--- config.mk ---
export PLATFORM = sky130hd
export DESIGN_NAME = adb_pkt_ctrl
export DESIGN_NICKNAME = d
export VERILOG_FILES = /design/src/rtl/adb_pkt_pkg.sv /design/src/rtl/adb_arg_buf.sv /design/src/rtl/adb_poll_timer.sv /design/src/rtl/adb_reply_buf.sv /design/src/rtl/adb_pkt_ctrl.sv
export SDC_FILE = /design/constraint.sdc
export NUM_CORES = 1
export LEC_CHECK = 0
export ABC_AREA = 1
export ABC_CLOCK_PERIOD_IN_PS = 5170
export BUFFER_PORTS_ARGS = -buffer_cell sky130_fd_sc_hd__buf_2
export CORE_ASPECT_RATIO = 0.9
export CORE_MARGIN = 5
export CORE_UTILIZATION = 40
export DETAILED_ROUTE_END_ITERATION = 6
export RECOVER_POWER = 100
export SETUP_SLACK_MARGIN = 0.15
export SKIP_LAST_GASP = 1
export SYNTH_ARGS = -nofsm -noshare
export SYNTH_HDL_FRONTEND = slang
export SYNTH_SLANG_ARGS = --single-unit
--- constraint.sdc ---
create_clock -name clk_i -period 5.17 [get_ports clk_i]
set_input_delay 0.2585 -clock clk_i [delete_from_list [all_inputs] [get_ports clk_i]]
set_output_delay 0.2585 -clock clk_i [all_outputs]
set_load 0.005 [all_outputs]
--- src/rtl/adb_pkt_pkg.sv ---
package adb_pkt_pkg;
  typedef enum logic [2:0] {
    ST_IDLE, ST_CHECK, ST_SEND, ST_POLL, ST_WAIT, ST_RECV
  } ctl_state_e;

  typedef enum logic [1:0] {RM_NONE, RM_NOANS, RM_DATA, RM_RAW} rpl_mode_e;

  localparam logic [7:0] SETUP_KEY0 = 8'h00;
  localparam logic [7:0] SETUP_KEY1 = 8'h86;
  localparam logic [7:0] HDR_DATA   = 8'h01;
  localparam logic [7:0] HDR_NOANS  = 8'h00;
endpackage

--- src/rtl/adb_arg_buf.sv ---
module adb_arg_buf #(
  parameter int DEPTH = 16,
  localparam int CW = $clog2(DEPTH + 1),
  localparam int AW = $clog2(DEPTH)
) (
  input  logic                clk_i,
  input  logic                rst_ni,
  input  logic                wr_i,
  input  logic [7:0]          wr_data_i,
  input  logic                clr_i,
  input  logic [AW-1:0]       rd_idx_i,
  output logic [7:0]          rd_data_o,
  output logic [3:0][7:0]     head_o,
  output logic [CW-1:0]       cnt_o,
  output logic                ovf_o
);
  logic [7:0]    mem_q [DEPTH];
  logic [CW-1:0] cnt_q;
  logic          ovf_q;

  always_ff @(posedge clk_i) begin
    if (wr_i && cnt_q < CW'(DEPTH)) mem_q[cnt_q[AW-1:0]] <= wr_data_i;
  end

  always_ff @(posedge clk_i or negedge rst_ni) begin
    if (!rst_ni) begin
      cnt_q <= '0;
      ovf_q <= 1'b0;
    end else if (clr_i) begin
      cnt_q <= '0;
      ovf_q <= 1'b0;
    end else if (wr_i) begin
      if (cnt_q == CW'(DEPTH)) ovf_q <= 1'b1;
      else                     cnt_q <= cnt_q + CW'(1);
    end
  end

  for (genvar g = 0; g < 4; g++) begin : g_head
    assign head_o[g] = mem_q[g];
  end

  assign rd_data_o = mem_q[rd_idx_i];
  assign cnt_o     = cnt_q;
  assign ovf_o     = ovf_q;


  cnt_bound_chk: assert property (@(posedge clk_i) disable iff (!rst_ni)
    wr_i && cnt_q == CW'(DEPTH) |=> ovf_q || clr_i);
endmodule

--- src/rtl/adb_poll_timer.sv ---
module adb_poll_timer #(
  parameter int unsigned PERIOD = 1_500_000,
  localparam int TW = $clog2(PERIOD + 1)
) (
  input  logic clk_i,
  input  logic rst_ni,
  input  logic run_i,
  input  logic restart_i,
  output logic tick_o
);
  logic [TW-1:0] cnt_q;
  logic          wrap;

  assign wrap   = cnt_q == TW'(PERIOD - 1);
  assign tick_o = run_i && !restart_i && wrap;

  always_ff @(posedge clk_i or negedge rst_ni) begin
    if (!rst_ni)                  cnt_q <= '0;
    else if (!run_i || restart_i) cnt_q <= '0;
    else if (wrap)                cnt_q <= '0;
    else                          cnt_q <= cnt_q + TW'(1);
  end


  tick_gap_chk: assert property (@(posedge clk_i) disable iff (!rst_ni)
    tick_o |=> !tick_o);
endmodule

--- src/rtl/adb_reply_buf.sv ---
module adb_reply_buf #(
  parameter int DEPTH = 8,
  localparam int AW = $clog2(DEPTH)
) (
  input  logic          clk_i,
  input  logic          wr_i,
  input  logic [AW-1:0] wr_idx_i,
  input  logic [7:0]    wr_data_i,
  input  logic [AW-1:0] rd_idx_i,
  output logic [7:0]    rd_data_o
);
  logic [7:0] mem_q [DEPTH];

  always_ff @(posedge clk_i) begin
    if (wr_i) mem_q[wr_idx_i] <= wr_data_i;
  end

  assign rd_data_o = mem_q[rd_idx_i];
endmodule

--- src/rtl/adb_pkt_ctrl.sv ---
module adb_pkt_ctrl
  import adb_pkt_pkg::*;
#(
  parameter int          MAX_ARGS    = 16,
  parameter int          MAX_RSP     = 8,
  parameter int          MAX_DLEN    = 252,
  parameter int unsigned POLL_CYCLES = 1_500_000
) (
  input  logic        clk_i,
  input  logic        rst_ni,
  input  logic        arg_valid_i,
  input  logic [7:0]  arg_data_i,
  input  logic        arg_last_i,
  input  logic        poll_off_i,
  input  logic        ack_i,
  output logic        busy_o,
  output logic        bus_req_valid_o,
  input  logic        bus_req_ready_i,
  output logic [7:0]  bus_req_data_o,
  output logic        bus_req_last_o,
  output logic        bus_req_poll_o,
  input  logic        rsp_valid_i,
  input  logic [7:0]  rsp_len_i,
  input  logic        rsp_byte_valid_i,
  input  logic [7:0]  rsp_byte_i,
  output logic        adb_pend_o,
  output logic        adb_auto_o,
  output logic [7:0]  reply_len_o,
  input  logic [7:0]  rd_addr_i,
  output logic [7:0]  rd_data_o,
  output logic [15:0] poll_mask_o
);
  localparam int CW = $clog2(MAX_ARGS + 1);
  localparam int AW = $clog2(MAX_ARGS);
  localparam int RW = $clog2(MAX_RSP);

  ctl_state_e state_q;
  rpl_mode_e  mode_q;
  logic [AW-1:0] send_idx_q;
  logic          is_poll_q;
  logic [7:0]    exp_len_q, rcv_idx_q, reply_len_q;
  logic          pend_q, auto_q;
  logic [15:0]   mask_q;

  // argument store
  logic            arg_wr, arg_clr, arg_ovf;
  logic [AW-1:0]   arg_rd_idx;
  logic [7:0]      arg_rd_data;
  logic [3:0][7:0] head;
  logic [CW-1:0]   arg_cnt;

  assign arg_wr = arg_valid_i && state_q == ST_IDLE;

  adb_arg_buf #(.DEPTH(MAX_ARGS)) u_arg_buf (
    .clk_i, .rst_ni,
    .wr_i(arg_wr), .wr_data_i(arg_data_i), .clr_i(arg_clr),
    .rd_idx_i(arg_rd_idx), .rd_data_o(arg_rd_data),
    .head_o(head), .cnt_o(arg_cnt), .ovf_o(arg_ovf)
  );

  // packet classification
  logic [8:0]  cnt9;
  logic        chk_setup, chk_send, mask_load;
  logic [15:0] new_mask;

  assign cnt9     = 9'(arg_cnt);
  assign new_mask = {head[2], head[3]};

  always_comb begin
    chk_setup = 1'b0;
    chk_send  = 1'b0;
    if (!arg_ovf && arg_cnt >= CW'(2)) begin
      if (head[0] == SETUP_KEY0 && head[1] == SETUP_KEY1)
        chk_setup = arg_cnt >= CW'(4);
      else
        chk_send = arg_cnt >= CW'(3)
                && {1'b0, head[2]} <= cnt9 - 9'd3
                && {1'b0, head[2]} <= 9'(MAX_DLEN);
    end
  end

  assign mask_load = state_q == ST_CHECK && chk_setup && new_mask != mask_q;

  // poll timer
  logic tick, t_restart;
  assign t_restart = mask_load && new_mask != 16'h0;

  adb_poll_timer #(.PERIOD(POLL_CYCLES)) u_timer (
    .clk_i, .rst_ni,
    .run_i(mask_q != 16'h0), .restart_i(t_restart), .tick_o(tick)
  );

  // request stream
  logic beat, send_last, poll_go;
  assign beat       = bus_req_valid_o && bus_req_ready_i;
  assign send_last  = 9'(send_idx_q) == cnt9 - 9'd3;
  assign arg_rd_idx = (send_idx_q == '0) ? '0 : send_idx_q + AW'(2);
  assign poll_go    = state_q == ST_IDLE && tick && !pend_q
                   && !arg_valid_i && arg_cnt == '0;
  assign arg_clr    = (state_q == ST_CHECK && !chk_send)
                   || (state_q == ST_SEND && beat && send_last);

  always_comb begin
    bus_req_valid_o = 1'b0;
    bus_req_data_o  = 8'h00;
    bus_req_last_o  = 1'b0;
    bus_req_poll_o  = 1'b0;
    if (state_q == ST_SEND) begin
      bus_req_valid_o = 1'b1;
      bus_req_data_o  = arg_rd_data;
      bus_req_last_o  = send_last;
    end else if (state_q == ST_POLL) begin
      bus_req_valid_o = 1'b1;
      bus_req_last_o  = 1'b1;
      bus_req_poll_o  = 1'b1;
    end
  end

  // response capture
  logic [7:0] len_clip;
  logic       rcv_wr, rcv_done, set_noans;
  assign len_clip  = (rsp_len_i > 8'(MAX_RSP)) ? 8'(MAX_RSP) : rsp_len_i;
  assign rcv_wr    = state_q == ST_RECV && rsp_byte_valid_i;
  assign rcv_done  = rcv_wr && rcv_idx_q == exp_len_q - 8'd1;
  assign set_noans = state_q == ST_WAIT && rsp_valid_i && len_clip == 8'd0 && !is_poll_q;

  logic [RW-1:0] buf_rd_idx;
  logic [7:0]    buf_rd_data;

  adb_reply_buf #(.DEPTH(MAX_RSP)) u_reply_buf (
    .clk_i,
    .wr_i(rcv_wr), .wr_idx_i(RW'(rcv_idx_q)), .wr_data_i(rsp_byte_i),
    .rd_idx_i(buf_rd_idx), .rd_data_o(buf_rd_data)
  );

  always_comb begin
    rd_data_o  = 8'h00;
    buf_rd_idx = '0;
    unique case (mode_q)
      RM_NOANS: rd_data_o = HDR_NOANS;
      RM_DATA: begin
        if (rd_addr_i == 8'd0)      rd_data_o = HDR_DATA;
        else if (rd_addr_i == 8'd1) rd_data_o = reply_len_q - 8'd2;
        else begin
          buf_rd_idx = RW'(rd_addr_i - 8'd2);
          rd_data_o  = buf_rd_data;
        end
      end
      RM_RAW: begin
        buf_rd_idx = RW'(rd_addr_i);
        rd_data_o  = buf_rd_data;
      end
      default: rd_data_o = 8'h00;
    endcase
  end

  // control
  always_ff @(posedge clk_i or negedge rst_ni) begin
    if (!rst_ni) begin
      state_q     <= ST_IDLE;
      mode_q      <= RM_NONE;
      send_idx_q  <= '0;
      is_poll_q   <= 1'b0;
      exp_len_q   <= '0;
      rcv_idx_q   <= '0;
      reply_len_q <= '0;
      pend_q      <= 1'b0;
      auto_q      <= 1'b0;
      mask_q      <= '0;
    end else begin
      unique case (state_q)
        ST_IDLE: begin
          if (arg_wr && arg_last_i) state_q <= ST_CHECK;
          else if (poll_go)         state_q <= ST_POLL;
        end
        ST_CHECK: begin
          send_idx_q <= '0;
          state_q    <= chk_send ? ST_SEND : ST_IDLE;
        end
        ST_SEND: if (beat) begin
          if (send_last) begin
            state_q   <= ST_WAIT;
            is_poll_q <= 1'b0;
          end else begin
            send_idx_q <= send_idx_q + AW'(1);
          end
        end
        ST_POLL: if (beat) begin
          state_q   <= ST_WAIT;
          is_poll_q <= 1'b1;
        end
        ST_WAIT: if (rsp_valid_i) begin
          if (len_clip == 8'd0) state_q <= ST_IDLE;
          else begin
            exp_len_q <= len_clip;
            rcv_idx_q <= '0;
            state_q   <= ST_RECV;
          end
        end
        ST_RECV: if (rsp_byte_valid_i) begin
          rcv_idx_q <= rcv_idx_q + 8'd1;
          if (rcv_done) state_q <= ST_IDLE;
        end
        default: state_q <= ST_IDLE;
      endcase

      if (mask_load)                           mask_q <= new_mask;
      else if (poll_off_i && state_q != ST_CHECK) mask_q <= 16'h0;

      if (set_noans) begin
        mode_q      <= RM_NOANS;
        reply_len_q <= 8'd1;
        pend_q      <= 1'b1;
        auto_q      <= 1'b0;
      end else if (rcv_done) begin
        pend_q <= 1'b1;
        if (is_poll_q) begin
          mode_q      <= RM_RAW;
          reply_len_q <= exp_len_q;
          auto_q      <= 1'b1;
        end else begin
          mode_q      <= RM_DATA;
          reply_len_q <= exp_len_q + 8'd2;
          auto_q      <= 1'b0;
        end
      end else if (ack_i) begin
        mode_q      <= RM_NONE;
        reply_len_q <= '0;
        pend_q      <= 1'b0;
        auto_q      <= 1'b0;
      end
    end
  end

  assign busy_o      = state_q != ST_IDLE;
  assign adb_pend_o  = pend_q;
  assign adb_auto_o  = auto_q;
  assign reply_len_o = reply_len_q;
  assign poll_mask_o = mask_q;


  req_hold_chk: assert property (@(posedge clk_i) disable iff (!rst_ni)
    bus_req_valid_o && !bus_req_ready_i |=>
      bus_req_valid_o && $stable(bus_req_data_o) && $stable(bus_req_poll_o));


  poll_skip_chk: assert property (@(posedge clk_i) disable iff (!rst_ni)
    bus_req_valid_o && bus_req_poll_o |-> !adb_pend_o);


  ack_clr_chk: assert property (@(posedge clk_i) disable iff (!rst_ni)
    ack_i && state_q != ST_WAIT && state_q != ST_RECV |=>
      !adb_pend_o && !adb_auto_o && reply_len_o == 8'd0);


  mask_src_chk: assert property (@(posedge clk_i) disable iff (!rst_ni)
    !$stable(poll_mask_o) |-> $past(state_q == ST_CHECK) || $past(poll_off_i));


  short_drop_chk: assert property (@(posedge clk_i) disable iff (!rst_ni)
    state_q == ST_CHECK && arg_cnt < CW'(2) |=> state_q == ST_IDLE && !bus_req_valid_o);


  rsp_in_recv_chk: assert property (@(posedge clk_i) disable iff (!rst_ni)
    rsp_byte_valid_i |-> state_q == ST_RECV);
endmodule

==> results.cfg <==
[outcome]
status = finished, violations left
violations = capacitance limit, slew limit

[cells_and_area]
nFillCells = 3132
finish.instance_area_um2 = 15000
antenna_cells = 0
multi_input_area_um2 = 4670
final-seq-area_um2 = 7740
drive_gt1_share_pct = 9.28
area_growth_pct = 13.0
finalNonFillerCells = 1898
fin_nets = 1517

[logic_synthesis]
synth_mux_area_share_pct = 0
netlist-cell-type-count = 51
ys_top_cells_by_count = 287 x nand2_1, 192 x edfxtp_1, 174 x nand3_1
yosysSeqAreaShare_pct = 58.2
synth_simple_gate_area_share_pct = 23.9
syn-cell-area_um2 = 13300
yosysWarnings = 0
synth_compound_area_share_pct = 6.80
synth_top_family_by_area = simple AND/OR/NAND/NOR gates
netlist.area_leader.share_pct = 43.3
syn_inst = 1361
yosysMostFrequentCell = nand2_1
ys_seq_elements = 271
synthXorXnorAreaFrac_pct = 2.95
ys_async_sr_fraction_pct = 29.2
synth_top_cell_by_area = edfxtp_1
synthesis.nets = 1425
avgSynthCellArea_um2 = 9.78
synth-edff-count = 192
yosys.area_share.adder_pct = 2.16
yosys_most_used_dff = edfxtp_1
yosys-top-cells-area = edfxtp_1 43%, dfrtp_1 15%, nand2_1 8.1%, nand3_1 6.5%, inv_1 3.7%

[global_routing]
grt_max_degree = 57
track_usage_pct = 18.0
grt_antenna_before_repair = 1
grt_pass1_wl_mm = 53.6
grt-ovfl-total = 0
grt_pass1_vias = 9623

[clock_network]
htreeDepth = 1
clockBufferDepth = 3
clock_tree.root_cell = clkbuf_16
cts-hold-fix-buffers = 12
cts_made_buffers = 29
clk_pin_slew_ps = 60
cts_setup_buffers = 0
cts_sinks = 271
clock_latency_ps = 560
ctsResizeCount = 0
tritoncts = yes

[worst_setup_path]
worst-path-buf-inv = 3
cp_top_family = simple AND/OR/NAND/NOR gates
worst-path-max-fanout = 37
path_class = flop to primary output
r2r-start = u_arg_buf.cnt_o[3]$_DFFE_PN0P_
path_cells = inv_1, ha_1, nand3_2, nand2_2, inv_2, o211ai_1, o21ai_0, nor2_1, a311oi_1, nor2_1, clkbuf_1
cp.arrival_ps = 4050
worstSetupStartpoint = send_idx_q[0]$_DFFE_PN0P_
endpoint_kind = primary output
cp-start-kind = flop
crit_required_ps = 4910
cp_slowest_cell = nand2_2
crit_top_cell = nor2_1
slowest_delay_ps = 690

[die]
initial_core_util_pct = 40.5
die_area_um2 = 37000
core_area_um2 = 32900
die_w_um = 202
die_h_um = 183
row_count = 63
ioPinCount = 87

[placed_design]
place_area_um2 = 14000
routabilityCongestion = 0.878
port_buffers = 86
dp_slack_ps = 1490
placed_cells = 1832
hpwl_mm = 23.9

[worst_hold_path]
hold_start = rsp_len_i[3]
hp-class = primary input to flop

[timing]
clock_skew_ps = 17.2
worstMarginPinSlew_ps = 1610
slew_viol_final = 79
min_period_over_period_pct = 83.4
period_minus_slack_ps = 4310
fin_setup_tns_ps = 0
max_slew_margin_pct = -7.30
grt_setup_unrepaired = no
layout_setup_ws_ps = 857
finalHoldViolCount = 0
setup_violations = 0
hold_ws_ps = 41.2
max_freq_ghz = 0.232

[drt]
wl_per_cell_um = 18.0
drtAntennaViolNets = 0
vias = 9972
drt-initial-drc-count = 719
viasPerCell = 5.25
drtPass1Iterations = 5
drt_wl_total_mm = 34.1
drc_errors = 0

[power]
powerDensity_nw_per_um2 = 410
leakagePower_uw = 0.00602
ir_drop_mv = 0.289

[flow_run]
maxCapViolations = 2
==> layer usage <==
layer / share of wire [%] / track usage (%) / wire [µm] / vias up
li1: - / - / - / 4849
met1: 45 / 24.7 / 15200 / 4783
met2: 48 / 30.4 / 16300 / 289
met3: 5.9 / 3.18 / 2010 / 49
met4: 1.7 / 3.53 / 590 / 2
met5: 0.041 / 0 / 14 / -
==> registers in the layout, indices dropped and copies added, names as in the netlist, 2 cells and up <==
name / count
u_arg_buf.cnt_o: 5
mode_q: 2
u_reply_buf.mem_q: 64
u_arg_buf.mem_q: 128
reply_len_o: 8
poll_mask_o: 16
send_idx_q: 4
exp_len_q: 8
state_q: 3
u_timer.cnt_q: 21
rcv_idx_q: 8
==> logic make-up after synthesis <==
kind of cell | count (synthesis)
AND/OR/NAND/NOR | 694
flip-flops | 271
buffers and inverters | 182
AO/OA/AOI/OAI | 147
XOR/XNOR | 44
adder cells (fa/ha/maj) | 23
==> per-stage QoR <==
stage,util (%),total power (µW)
3_5_place_dp,42.7,3970
3_3_place_gp,42.7,3950
5_1_grt,45.8,6480
2_1_floorplan,-,3570
4_1_cts,46.2,6250
6_report,45.8,6160
==> cell type report <==
class / instances / share of cell area [%]
sequential: 271 / 51.5
multi-input combinational: 908 / 31.1
clock buffer: 38 / 5.18
inverter: 141 / 3.52
tap: 422 / 3.51
timing repair buffer: 102 / 3.47
clock inverter: 16 / 1.76
==> path summary, 6_finish.rpt <==
kind,to,slack [ps],depth (start not counted)
setup / recovery,bus_req_data_o[3],860,11
hold / removal,exp_len_q[3]$_DFFE_PN0P_,40,3
setup reg to reg,u_arg_buf.cnt_o[2]$_DFFE_PN0P_,2270,12
hold reg to reg,u_timer.cnt_q[0]$_DFF_PN0_,480,1
max in group asynchronous,send_idx_q[0]$_DFFE_PN0P_,2410,3
min in group asynchronous,poll_mask_o[1]$_DFFE_PN0P_,640,2
==> tightest hold or removal path, stage by stage <==
cell and delay [ps]:
buf_2 90, nor2_2 50, o21ai_0 150
==> placed cells by master (no fill, tap or decap), types with 3 or more instances in the layout <==
| cell type | synthesis | final |
|---|---|---|
| nand2_1 | 287 | 289 |
| edfxtp_1 | 192 | 192 |
| nand3_1 | 174 | 178 |
| inv_1 | 131 | 133 |
| nor2_1 | 120 | 125 |
| dfrtp_1 | 79 | 78 |
| o21ai_0 | 61 | 68 |
| clkbuf_1 | 14 | 52 |
| buf_2 | 12 | 41 |
| clkbuf_16 | 0 | 29 |
| xor2_1 | 25 | 25 |
| a21oi_1 | 21 | 23 |
| ha_1 | 23 | 23 |
| o211ai_1 | 22 | 22 |
| nor3_1 | 21 | 21 |
| nand4_1 | 21 | 21 |
| xnor2_1 | 18 | 18 |
| nor2_2 | 18 | 15 |
| nor4_1 | 14 | 14 |
| dlygate4sd3_1 | 0 | 12 |
| a31oi_1 | 8 | 8 |
| inv_2 | 9 | 7 |
| nand2_2 | 9 | 7 |
| nand3_2 | 11 | 7 |
| bufinv_16 | 0 | 7 |
| nor3_2 | 5 | 5 |
| nor3b_1 | 3 | 5 |
| a311oi_1 | 5 | 5 |
| o21ai_1 | 10 | 4 |
| a211oi_1 | 3 | 4 |
| clkinv_2 | 0 | 4 |
| nand3b_1 | 3 | 3 |
| o31ai_1 | 3 | 3 |
| clkinvlp_4 | 0 | 3 |
| buf_4 | 3 | 3 |
==> report_power, final <==
part	total, µW	internal, µW	switching [µW]	leakage, µW
Combinational	1360	400	961	0.00270
Clock	2250	1410	843	0.000501
Sequential	2550	2430	112	0.00282
No activity file was read; power rests on OpenSTA's default activity.
